`src/rtl/addonly_read_seq.sv`:
```
module addonly_read_seq (
  input  logic        clk,
  input  logic        rst_n,
  input  logic        in_valid,
  input  logic [7:0]  in_byte,
  input  logic        slot_req,
  output logic        slot_ready,
  output logic        bit_valid,
  output logic        bit_out,
  output logic        mem_req,
  output logic        mem_status,
  output logic [12:0] mem_addr,
  input  logic [7:0]  mem_rdata
);

  localparam logic [7:0]  OP_PLAIN  = 8'hF0;
  localparam logic [7:0]  OP_STAT   = 8'hAA;
  localparam logic [7:0]  OP_EXT    = 8'hA5;
  localparam logic [16:0] DATA_END  = 17'h02000;
  localparam logic [16:0] STAT_END  = 17'h00200;
  localparam logic [16:0] GAP_LO    = 17'h00060;
  localparam logic [16:0] REDIR_LO  = 17'h00100;
  localparam logic [15:0] CRC_POLY  = 16'hA001;

  typedef enum logic [2:0] {S_CMD, S_AL, S_AH, S_REQ, S_CAP, S_SHIFT, S_DONE, S_IGN} st_t;
  typedef enum logic [1:0] {M_PLAIN, M_STAT, M_EXT} mode_t;
  typedef enum logic [2:0] {K_DATA, K_STAT, K_REDIR, K_CRCL, K_CRCH, K_ONES} kind_t;

  st_t         st;
  mode_t       mode;
  kind_t       kind, nk, lk;
  logic [16:0] ptr, fa;
  logic [15:0] crc;
  logic [7:0]  sh, fetched;
  logic [2:0]  bcnt;
  logic        rphase, take, stat_impl, do_load;

  function automatic logic [15:0] crc_byte(input logic [15:0] c, input logic [7:0] d);
    logic [15:0] r;
    r = c;
    for (int i = 0; i < 8; i++) begin
      if (r[0] ^ d[i]) r = (r >> 1) ^ CRC_POLY;
      else             r = r >> 1;
    end
    return r;
  endfunction

  assign slot_ready = (st == S_SHIFT) || (st == S_DONE) || (st == S_IGN);
  assign take       = slot_req && slot_ready;

  assign fa        = (kind == K_REDIR) ? (REDIR_LO | {9'd0, ptr[12:5]}) : ptr;
  assign stat_impl = (fa < GAP_LO) || ((fa >= REDIR_LO) && (fa < STAT_END));
  assign mem_status = (kind != K_DATA);
  assign mem_addr   = (kind == K_DATA) ? ptr[12:0] : fa[12:0];
  assign mem_req    = (st == S_REQ) && ((kind == K_DATA) || stat_impl);
  assign fetched    = ((kind != K_DATA) && !stat_impl) ? 8'hFF : mem_rdata;

  always_comb begin
    nk = K_ONES;
    case (kind)
      K_DATA:  if (mode == M_EXT) nk = (ptr[4:0] == 5'd0) ? K_CRCL : K_DATA;
               else               nk = (ptr == DATA_END) ? K_CRCL : K_DATA;
      K_STAT:  nk = (ptr[2:0] == 3'd0) ? K_CRCL : K_STAT;
      K_REDIR: nk = K_CRCL;
      K_CRCL:  nk = K_CRCH;
      K_CRCH:  case (mode)
                 M_STAT:  nk = (ptr >= STAT_END) ? K_ONES : K_STAT;
                 M_EXT:   nk = rphase ? K_DATA : ((ptr == DATA_END) ? K_ONES : K_REDIR);
                 default: nk = K_ONES;
               endcase
      default: nk = K_ONES;
    endcase
  end

  always_comb begin
    lk = nk;
    if (st == S_AH)
      case (mode)
        M_PLAIN: lk = K_DATA;
        M_STAT:  lk = K_STAT;
        default: lk = K_REDIR;
      endcase
  end

  assign do_load = ((st == S_AH) && in_valid) || ((st == S_SHIFT) && take && (bcnt == 3'd7));

  always_ff @(posedge clk) begin
    if (!rst_n) begin
      st        <= S_CMD;
      mode      <= M_PLAIN;
      kind      <= K_ONES;
      ptr       <= '0;
      crc       <= '0;
      sh        <= '0;
      bcnt      <= '0;
      rphase    <= 1'b0;
      bit_valid <= 1'b0;
      bit_out   <= 1'b0;
    end else begin
      bit_valid <= take;
      if (take) bit_out <= (st == S_SHIFT) ? sh[0] : 1'b1;

      case (st)
        S_CMD: if (in_valid) begin
          crc <= crc_byte(16'h0000, in_byte);
          st  <= S_AL;
          case (in_byte)
            OP_PLAIN: mode <= M_PLAIN;
            OP_STAT:  mode <= M_STAT;
            OP_EXT:   mode <= M_EXT;
            default:  st   <= S_IGN;
          endcase
        end
        S_AL: if (in_valid) begin
          ptr <= {9'd0, in_byte};
          crc <= crc_byte(crc, in_byte);
          st  <= S_AH;
        end
        S_AH: if (in_valid) begin
          crc <= crc_byte(crc, in_byte);
          if (mode == M_STAT) ptr <= {1'b0, in_byte, ptr[7:0]};
          else                ptr <= {4'd0, in_byte[4:0], ptr[7:0]};
        end
        S_REQ: st <= S_CAP;
        S_CAP: begin
          sh     <= fetched;
          crc    <= crc_byte(crc, fetched);
          bcnt   <= 3'd0;
          rphase <= (kind == K_REDIR);
          if (kind != K_REDIR) ptr <= ptr + 17'd1;
          st     <= S_SHIFT;
        end
        S_SHIFT: if (take) begin
          sh   <= sh >> 1;
          bcnt <= bcnt + 3'd1;
        end
        default: ;
      endcase

      if (do_load) begin
        kind <= lk;
        case (lk)
          K_DATA, K_STAT, K_REDIR: st <= S_REQ;
          K_CRCL: begin
            sh <= ~crc[7:0];
            st <= S_SHIFT;
          end
          K_CRCH: begin
            sh  <= ~crc[15:8];
            crc <= 16'h0000;
            st  <= S_SHIFT;
          end
          default: st <= S_DONE;
        endcase
      end
    end
  end


  mem_single_chk: assert property (@(posedge clk) disable iff (!rst_n)
    mem_req |=> !mem_req);


  stat_impl_chk: assert property (@(posedge clk) disable iff (!rst_n)
    (mem_req && mem_status) |-> ((mem_addr < 13'h060) || ((mem_addr >= 13'h100) && (mem_addr < 13'h200))));


  bit_after_slot_chk: assert property (@(posedge clk) disable iff (!rst_n)
    bit_valid |-> $past(slot_req && slot_ready));


  done_sticky_chk: assert property (@(posedge clk) disable iff (!rst_n)
    (st == S_DONE) |=> ((st == S_DONE) && !mem_req));


  done_ones_chk: assert property (@(posedge clk) disable iff (!rst_n)
    (bit_valid && $past(st == S_DONE)) |-> bit_out);


  ign_quiet_chk: assert property (@(posedge clk) disable iff (!rst_n)
    (st == S_IGN) |=> ((st == S_IGN) && !mem_req));


  plain_no_stat_chk: assert property (@(posedge clk) disable iff (!rst_n)
    (mem_req && (mode == M_PLAIN)) |-> !mem_status);

endmodule

```
`config.mk`:
```
export PLATFORM = sky130hd
export DESIGN_NAME = addonly_read_seq
export DESIGN_NICKNAME = d
export VERILOG_FILES = /design/src/rtl/addonly_read_seq.sv
export SDC_FILE = /design/constraint.sdc
export NUM_CORES = 1
export LEC_CHECK = 0
export BUFFER_PORTS_ARGS = -buffer_cell sky130_fd_sc_hd__buf_4
export CORE_MARGIN = 8
export CORE_UTILIZATION = 55
export DETAILED_ROUTE_END_ITERATION = 6
export PLACE_DENSITY = 0.74
export RECOVER_POWER = 50
export SYNTH_ARGS = -nofsm -noshare
export SYNTH_HDL_FRONTEND = slang
export SYNTH_SLANG_ARGS = --single-unit
```
`constraint.sdc`:
```
create_clock -name clk -period 2.47 [get_ports clk]
set_input_delay 0.494 -clock clk [delete_from_list [all_inputs] [get_ports clk]]
set_output_delay 0.494 -clock clk [all_outputs]
set_load 0.03 [all_outputs]
```
==> impl_metrics.json, run 1 <==
{
  "final_common_cell": "buf_4",
  "postCtsHoldBufs": 0,
  "synth.avg_cell_area_sq_um": 7.72,
  "start_util_pct": 55.7,
  "fmax_mhz": 418,
  "grt_max_degree": 41,
  "routabilityCongestion": 0.935,
  "ff2ff_path_depth": 11,
  "power_density_nw_per_um2": 1110,
  "synth_warnings": 0,
  "syn_to_final_growth_pct": 20.0,
  "fin_crit_ns": 2.39,
  "drt_iter0_drc": 338,
  "layout_common_cells": "buf_4, nor2_1, a21oi_1",
  "r2r_slack_ns": 0.12,
  "dp_hpwl_mm": 10.2,
  "clk_latency_ns": 0.32,
  "critPathRequiredTime_ns": 1.98,
  "synth_flop_cell": "dfxtp_1",
  "clk_pin_slew_worst_paths_ns": 0.10,
  "yosysTopAreaCell": "dfxtp_1",
  "vias": 4655,
  "drt_pass1_iterations": 5,
  "postSynthRegisterBits": 55,
  "end_kind": "output pin",
  "crit_chain": "nor4_4, buf_4, o211ai_1, and2_1, buf_6, nor3_4, buf_6",
  "r2r-end": "sh[7]",
  "whs_path_depth": 2,
  "wl_per_cell_um": 18.0,
  "arrival_ns": 1.90,
  "cellLeakagePower_uw": 0.00223,
  "cts_made_buffers": 5,
  "met3_usage_pct": 3.69,
  "wl_mm": 13.6,
  "hold_viol": 0,
  "rows": 33,
  "drv_slew": 0,
  "root_buffer": "clkbuf_8",
  "fin_area_sq_um": 5390,
  "outcome": "finished clean",
  "overflow": 0,
  "postPlaceCellArea_sq_um": 5170,
  "skew_ns": 0.0124,
  "synth_fp_nets": 618,
  "nNetsFinal": 690,
  "use_met2_pct": 40.3,
  "worstMarginPinSlew_ns": 0.508,
  "period_share_pct": 96.8,
  "grt_use_met1_pct": 26.8,
  "route.detailed.drc": 0,
  "grt_pass1_wl_mm": 21.4,
  "ios": 38,
  "synth_cells": 581,
  "synth.area.top_cells": "dfxtp_1, xnor2_1, a21oi_1",
  "rsz0062_at_grt": "true",
  "min_to": "bit_valid",
  "netlist.area_leader.share_pct": 24.5,
  "hp-class": "in2reg",
  "die_w_um": 106,
  "power_uw": 5980,
  "vdd_ir_drop_max_mv": 0.647,
  "start_kind": "flip-flop",
  "cts_tree": "yes",
  "cts_htree_levels": 2,
  "die-area_sq_um": 11300,
  "ys_seq_area_share_pct": 24.5,
  "fin_setup_tns_ns": 0,
  "io_buffer_count": 37,
  "die_h_um": 106,
  "regToRegStartpoint": "ptr[1]",
  "max_stage_delay_ns": 0.35,
  "clock-sinks": 55,
  "grt_usage_pct": 23.0,
  "drive_gt1_share_pct": 23.0,
  "grt_busiest_layer": "met2",
  "setup_viol": 0,
  "slowest_stage": "dfxtp_2",
  "ant_nets": 0,
  "cp_max_fo": 17,
  "startpoint": "ptr[16]",
  "antenna_found_initial": 0,
  "cpMostUsedCell": "buf_6",
  "hold_path.startpoint": "slot_req",
  "antenna_cells": 0,
  "max-slew-margin-rel_pct": 65.9,
  "path_class": "reg2out",
  "grt_pass1_vias": 4411,
  "async_reset_ff_share_pct": 0,
  "syn-cell-area_sq_um": 4490,
  "synth_edf_count": 0,
  "ys_types": 72,
  "via_per_inst": 6.14,
  "max_cap_viol_count": 0,
  "cts_buffer_depth": 2,
  "core-area_sq_um": 8050
}
power breakdown:
part,switching [uW],internal (uW),leakage (uW)
sequential,244,1120,0.000451
combinational,2270,1830,0.00173
clock,300,221,0.0000470
per-layer routing:
layer	wire, um	vias to the layer above
li1	-	2215
met5	0	-
met4	440	0
met3	832	37
met1	5650	2215
met2	6690	188
cells in the mapped netlist (8+ instances only):
cell,n
a21oi_1,56
a22oi_1,25
buf_2,8
clkbuf_1,22
dfxtp_1,55
ha_1,17
inv_1,14
nand2_1,45
nand2b_1,8
nand3_1,15
nor2_1,58
nor2b_1,18
nor3_1,12
o21a_1,8
o21ai_0,46
o22ai_1,10
xnor2_1,36
xor2_1,14
stage by stage:
step | cells | setup slack, ns | util, % | hold slack (ns)
2_1_floorplan | 581 | 0.0908 | - | 0.444
3_3_place_gp | 747 | -0.0112 | 64.2 | 0.459
3_5_place_dp | 747 | -0.0556 | 64.2 | 0.466
4_1_cts | 756 | 0.00928 | 65.9 | 0.447
5_1_grt | 758 | -0.0176 | 66.9 | 0.454
6_report | 758 | 0.0785 | 66.9 | 0.445
timing repair:
| item | 4_1_cts | 5_1_grt |
|---|---|---|
| setup endpoints to repair | 25 | 25 |
| resized for setup | 8 | 18 |
| pin swaps | 3 | 6 |
| setup buffers | 2 | 2 |
worst max-delay path, delay by kind of cell, from the launching register on:
kind	cells	cell delay (ns)
buf+inv	3	0.47
simple gates	3	0.60
flops	1	0.35
compound gates	1	0.16
how the worst max path moves through the flow:
| stage | endpoint | slack [ns] | depth (start not counted) |
|---|---|---|---|
| after floorplan | mem_req | 0.09 | 7 |
| after CTS | mem_req | 0.009 | 6 |
| final | mem_req | 0.08 | 7 |
| after global routing | mem_req | -0.02 | 6 |
| after detailed placement | crc[0] | -0.06 | 9 |
| after global placement | crc[0] | -0.01 | 9 |
logic make-up (layout without fill, tap and decap cells):
kind of cell,Yosys count,after routing,synth area share (%)
AOI/OAI and AO/OA,190,190,26.7
and+or+nand+nor,197,197,21.9
xor gates and xnor gates,60,60,14.5
buffers and inverters,57,129,6.36
adders and majority gates,17,17,4.74
DFF,55,55,24.5
muxes,5,5,1.23
state kept, by name, indices dropped and copies added (netlist names):
signal     flops
mode           2
bit_out        1
st             3
bcnt           3
sh             8
rphase         1
bit_valid      1
crc           16
ptr           17
kind           3
final cells by class:
| type | count | area (sq um) |
|---|---|---|
| Tap cell | 105 | 131 |
| Multi-Input combinational cell | 469 | 3220 |
| Clock buffer | 6 | 82.6 |
| Sequential cell | 55 | 1110 |
| Fill cell | 728 | 2670 |
| Inverter | 15 | 56.3 |
| Clock inverter | 1 | 5.00 |
| Timing Repair Buffer | 107 | 783 |
Power figures use the tool's default switching activity.
==> run 2, diff against run 1 <==
Settings changed: GPL_TIMING_DRIVEN set to 0, PLACE_DENSITY 0.74 to 0.71, SLEW_MARGIN set to 20.
Clock period 2.47 ns to 2.6 ns, I/O delays scaled along.
==> impl_metrics.json, run 2 (same netlist as run 1, synthesis figures left out) <==
{
  "outcome": "finished clean",
  "ff_latch_area_sq_um": 1120,
  "slowest_stage": "or3_4",
  "ant_nets": 0,
  "largest-register": "ptr",
  "dp_slack_ns": -0.243,
  "postCtsHoldBufs": 0,
  "wl_per_cell_um": 19.1,
  "path_delay_family": "simple AND/OR/NAND/NOR gates",
  "cts_htree_levels": 2,
  "power_density_nw_per_um2": 1100,
  "fill_cells": 747,
  "max_cap_viol_count": 0,
  "fmax_mhz": 390,
  "io_buffer_count": 36,
  "worstMarginPinSlew_ns": 0.828,
  "drv_slew": 0,
  "multi_input_area_sq_um": 3250,
  "layout_common_cells": "nor2_1, a21oi_1, o21ai_0",
  "max_stage_delay_ns": 0.39,
  "max-slew-margin-rel_pct": 44.8,
  "critPathRequiredTime_ns": 2.86,
  "grt_pass1_wl_mm": 22.0,
  "wl_mm": 14.0,
  "setup_viol": 0,
  "dp.cells": 722,
  "power_uw": 5770,
  "clk_latency_ns": 0.32,
  "timing.hold.ws_ns": 0.470,
  "hold_viol": 0,
  "timing.final.ws_setup_ns": 0.0365,
  "clock-sinks": 55,
  "die-area_sq_um": 11300,
  "nNetsFinal": 668,
  "fin_crit_ns": 2.56,
  "cpMostUsedCell": "nand3_2",
  "final_common_cell": "nor2_1",
  "path_class": "reg2reg",
  "antenna_cells": 0,
  "grt_max_degree": 17,
  "vias": 4559,
  "largest_reg_flops": 17,
  "instances_no_fill": 737,
  "routabilityCongestion": 0.961,
  "cp_max_fo": 10,
  "period_share_pct": 98.6,
  "start_util_pct": 55.7,
  "min_to": "bit_valid",
  "ios": 38,
  "vdd_ir_drop_max_mv": 0.586,
  "r2r-end": "sh[4]",
  "start_kind": "flip-flop",
  "wl_met1_mm": 5.76,
  "fin_util_pct": 65.2,
  "reg_top3": "ptr (17), crc (16), sh (8)",
  "die_w_um": 106,
  "syn_to_final_growth_pct": 16.9,
  "die_h_um": 106,
  "crit_chain": "inv_1, ha_2, nor4b_4, nand3_2, a21oi_4, nand3_2, or3_4, buf_6, o22ai_1, o21a_1",
  "hp-class": "in2reg",
  "drt_iter0_drc": 298,
  "drive_gt1_share_pct": 19.1,
  "end_kind": "flip-flop",
  "crit_buf_inv": 2,
  "cts_made_buffers": 5,
  "clk_pin_slew_worst_paths_ns": 0.11,
  "core-area_sq_um": 8050,
  "regToRegStartpoint": "ptr[0]",
  "r2r_slack_ns": 0.04,
  "rows": 33,
  "cts_buffer_depth": 2,
  "overflow": 0,
  "ff2ff_path_depth": 10,
  "antenna_found_initial": 0,
  "dp_hpwl_mm": 10.5,
  "cts_tree": "yes",
  "grt_usage_pct": 24.1,
  "wl_met2_mm": 6.64,
  "root_buffer": "clkbuf_8",
  "arrival_ns": 2.83,
  "drt_pass1_iterations": 5,
  "maxUsedRoutingLayer": "met4",
  "cellLeakagePower_uw": 0.00209,
  "dr_wl_met3_mm": 1.01,
  "via_per_inst": 6.19,
  "hold_path.startpoint": "slot_req",
  "grt_pass1_vias": 4353,
  "skew_ns": 0.0143,
  "whs_path_depth": 2,
  "route.detailed.drc": 0
}
[run 2: cell types whose count changed in the layout (fill, tap and decap cells not counted), sizes merged]
cell         change
bufinv           +2
dlygate4sd1      +1
clkinv           -1
clkbuf          +22
buf             -45
[run 2: repair_timing]
| action | CTS | global route |
|---|---|---|
| buffers inserted | 2 | 7 |
| setup endpoints to repair | 35 | 31 |
| pin swaps | 2 | 10 |
| resized for setup | 20 | 27 |
[run 2: where the power goes]
group	total [uW]	leakage, uW	internal [uW]	switching, uW
registers	1260	0.000454	1060	194
logic	3820	0.00157	1640	2190
clock network	691	0.0000654	386	306
[run 2: worst max-delay path by stage]
stage	slack [ns]	depth (start not counted)	end	from
after CTS	-0.005	10	sh[4]	st[2]
after global routing	-0.02	8	crc[0]	crc[5]
after global placement	-0.18	10	sh[3]	ptr[0]
after detailed placement	-0.24	11	crc[7]	ptr[0]
after floorplan	0.19	7	mem_req	ptr[9]
final	0.04	10	sh[4]	ptr[0]
[run 2: cell type report]
| class | instances | area share [%] |
|---|---|---|
| clock buffer | 6 | 1.38 |
| timing repair buffer | 45 | 6.08 |
| buffer | 40 | 4.60 |
| tap | 105 | 2.50 |
| clock inverter | 2 | 1.14 |
| sequential | 55 | 21.3 |
| multi-input combinational | 469 | 61.9 |
| inverter | 15 | 1.07 |
[run 2: worst reg2reg max path, delay by kind of cell (launching register included)]
family          cells  cell delay, ns
compound gates      3            0.65
simple gates        4            1.04
flops               1            0.36
buf+inv             2            0.24
fa+ha+maj           1            0.22
[run 2: per-layer routing]
layer,GRT usage [%],vias up
li1,-,2162
met1,28.3,2127
met2,40.6,220
met3,4.66,50
met4,13.1,0
met5,0,-
[run 2: stage by stage]
stage / TNS, ns / instance area, sq um
global route: -0.0163 / 5250
global placement: -3.01 / 4890
finish: 0 / 5250
floorplan: 0 / 4490
detailed placement: -4.42 / 4890
CTS: -0.00522 / 5130
==> run 3, diff against run 2 <==
Settings changed: REMOVE_ABC_BUFFERS set to 1.
==> impl_metrics.json, run 3 (same netlist as run 1, synthesis figures left out) <==
{
  "start_kind": "flip-flop",
  "instances_no_fill": 693,
  "dp_hpwl_mm": 9.02,
  "drive_gt1_share_pct": 15.5,
  "vdd_ir_drop_max_mv": 0.478,
  "grt_max_degree": 41,
  "overflow": 0,
  "hold_path.startpoint": "slot_req",
  "final_common_cell": "a21oi_1",
  "ios": 38,
  "cellLeakagePower_uw": 0.00190,
  "period_share_pct": 98.5,
  "rsz0062_at_grt": "true",
  "rows": 33,
  "cts_buffer_depth": 2,
  "drv_slew": 0,
  "largest_reg_flops": 17,
  "grt_pass1_vias": 4078,
  "startpoint": "ptr[9]",
  "reg_top3": "ptr (17), crc (16), sh (8)",
  "r2r_slack_ns": 0.04,
  "start_util_pct": 55.7,
  "grt_usage_pct": 21.9,
  "end_kind": "flip-flop",
  "crit_chain": "nor4_2, o211ai_1, buf_4, a21oi_1, xnor2_1, xor3_1, o21ai_2, o21ai_1, a211oi_2",
  "path_class": "reg2reg",
  "slowest_stage": "dfxtp_1",
  "route.detailed.drc": 0,
  "nNetsFinal": 624,
  "die-area_sq_um": 11300,
  "wl_mm": 12.7,
  "cts_made_buffers": 5,
  "outcome": "finished clean",
  "critPathRequiredTime_ns": 2.83,
  "fmax_mhz": 390,
  "arrival_ns": 2.79,
  "hp-class": "in2reg",
  "via_per_inst": 6.28,
  "min_to": "bit_valid",
  "cts_tree": "yes",
  "layout_common_cells": "a21oi_1, nor2_1, dfxtp_1",
  "ff2ff_path_depth": 9,
  "max_stage_delay_ns": 0.42,
  "antenna_cells": 0,
  "fin_crit_ns": 2.56,
  "ant_nets": 0,
  "clock-sinks": 55,
  "die_h_um": 106,
  "fin_setup_tns_ns": 0,
  "worstMarginPinSlew_ns": 1.02,
  "setup_viol": 0,
  "fill_cells": 729,
  "skew_ns": 0.0119,
  "max-slew-margin-rel_pct": 31.6,
  "largest-register": "ptr",
  "root_buffer": "clkbuf_8",
  "grt_pass1_wl_mm": 20.4,
  "antenna_found_initial": 0,
  "path_delay_family": "compound AO/OA/AOI/OAI gates",
  "drt_pass1_iterations": 5,
  "clk_pin_slew_worst_paths_ns": 0.10,
  "io_buffer_count": 37,
  "postPlaceCellArea_sq_um": 4670,
  "vias": 4351,
  "wl_per_cell_um": 18.4,
  "power_density_nw_per_um2": 1070,
  "hold_viol": 0,
  "cp_max_fo": 9,
  "cts_htree_levels": 2,
  "clk_latency_ns": 0.31,
  "whs_path_depth": 2,
  "die_w_um": 106,
  "dp.cells": 681,
  "routabilityCongestion": 0.937,
  "drt_iter0_drc": 342,
  "postCtsHoldBufs": 0,
  "core-area_sq_um": 8050,
  "regToRegStartpoint": "ptr[9]",
  "max_cap_viol_count": 0,
  "fin_area_sq_um": 4900,
  "syn_to_final_growth_pct": 9.17,
  "r2r-end": "crc[0]",
  "crit_buf_inv": 1,
  "fin_util_pct": 60.9
}
[run 3: power breakdown]
group | leakage, uW | switching [uW] | internal (uW)
clock network | 0.0000422 | 282 | 190
registers | 0.000450 | 394 | 1080
logic | 0.00140 | 1830 | 1450
[run 3: worst max-delay path by stage]
stage          endpoint  slack (ns)  cells past startpoint
2_1_floorplan     sh[7]       -0.17                      8
3_3_place_gp      sh[4]       -1.20                      8
3_5_place_dp      sh[2]       -1.25                      8
4_1_cts         mem_req        0.02                      5
5_1_grt          crc[0]       -0.05                      8
6_report         crc[0]        0.04                      9
[run 3: area by class of cell]
| cell class | count | area, sq um | area share [%] |
|---|---|---|---|
| Multi-Input combinational cell | 470 | 3230 | 65.8 |
| Sequential cell | 55 | 1110 | 22.7 |
| Timing Repair Buffer | 40 | 293 | 5.98 |
| Tap cell | 105 | 131 | 2.68 |
| Clock buffer | 7 | 76.3 | 1.56 |
| Inverter | 15 | 56.3 | 1.15 |
| Clock inverter | 1 | 5.00 | 0.102 |
[run 3: per-layer routing]
layer / wire [um] / up-vias / share of wire, % / global-route usage, %
li1: - / 2081 / - / -
met4: 314 / 0 / 2.5 / 8.94
met3: 721 / 23 / 5.7 / 3.02
met5: 0 / - / 0 / 0
met1: 5530 / 2091 / 43 / 27.3
met2: 6170 / 156 / 48 / 37.2
[run 3: through the flow]
stage | power [uW] | hold slack, ns | setup slack, ns
2_1_floorplan | 3780 | 0.444 | -0.172
3_3_place_gp | 4470 | 0.459 | -1.20
3_5_place_dp | 4540 | 0.474 | -1.25
4_1_cts | 5110 | 0.474 | 0.0236
5_1_grt | 5600 | 0.486 | -0.0478
6_report | 5220 | 0.485 | 0.0389
[run 3: repair_timing]
item                                    in CTS  in global routing
pin swaps                                    1                  3
resized for setup                           19                 11
endpoints found under the setup margin      45                 26
cloned                                       0                  1
setup buffers                                1                  2
[run 3: worst reg2reg max path: cells and delay by family (launching register included)]
family	cells	cell delay, ns
AOI/OAI and AO/OA	5	0.99
xor gates and xnor gates	2	0.50
DFF	1	0.42
and+or+nand+nor	1	0.36
buffers and inverters	1	0.22
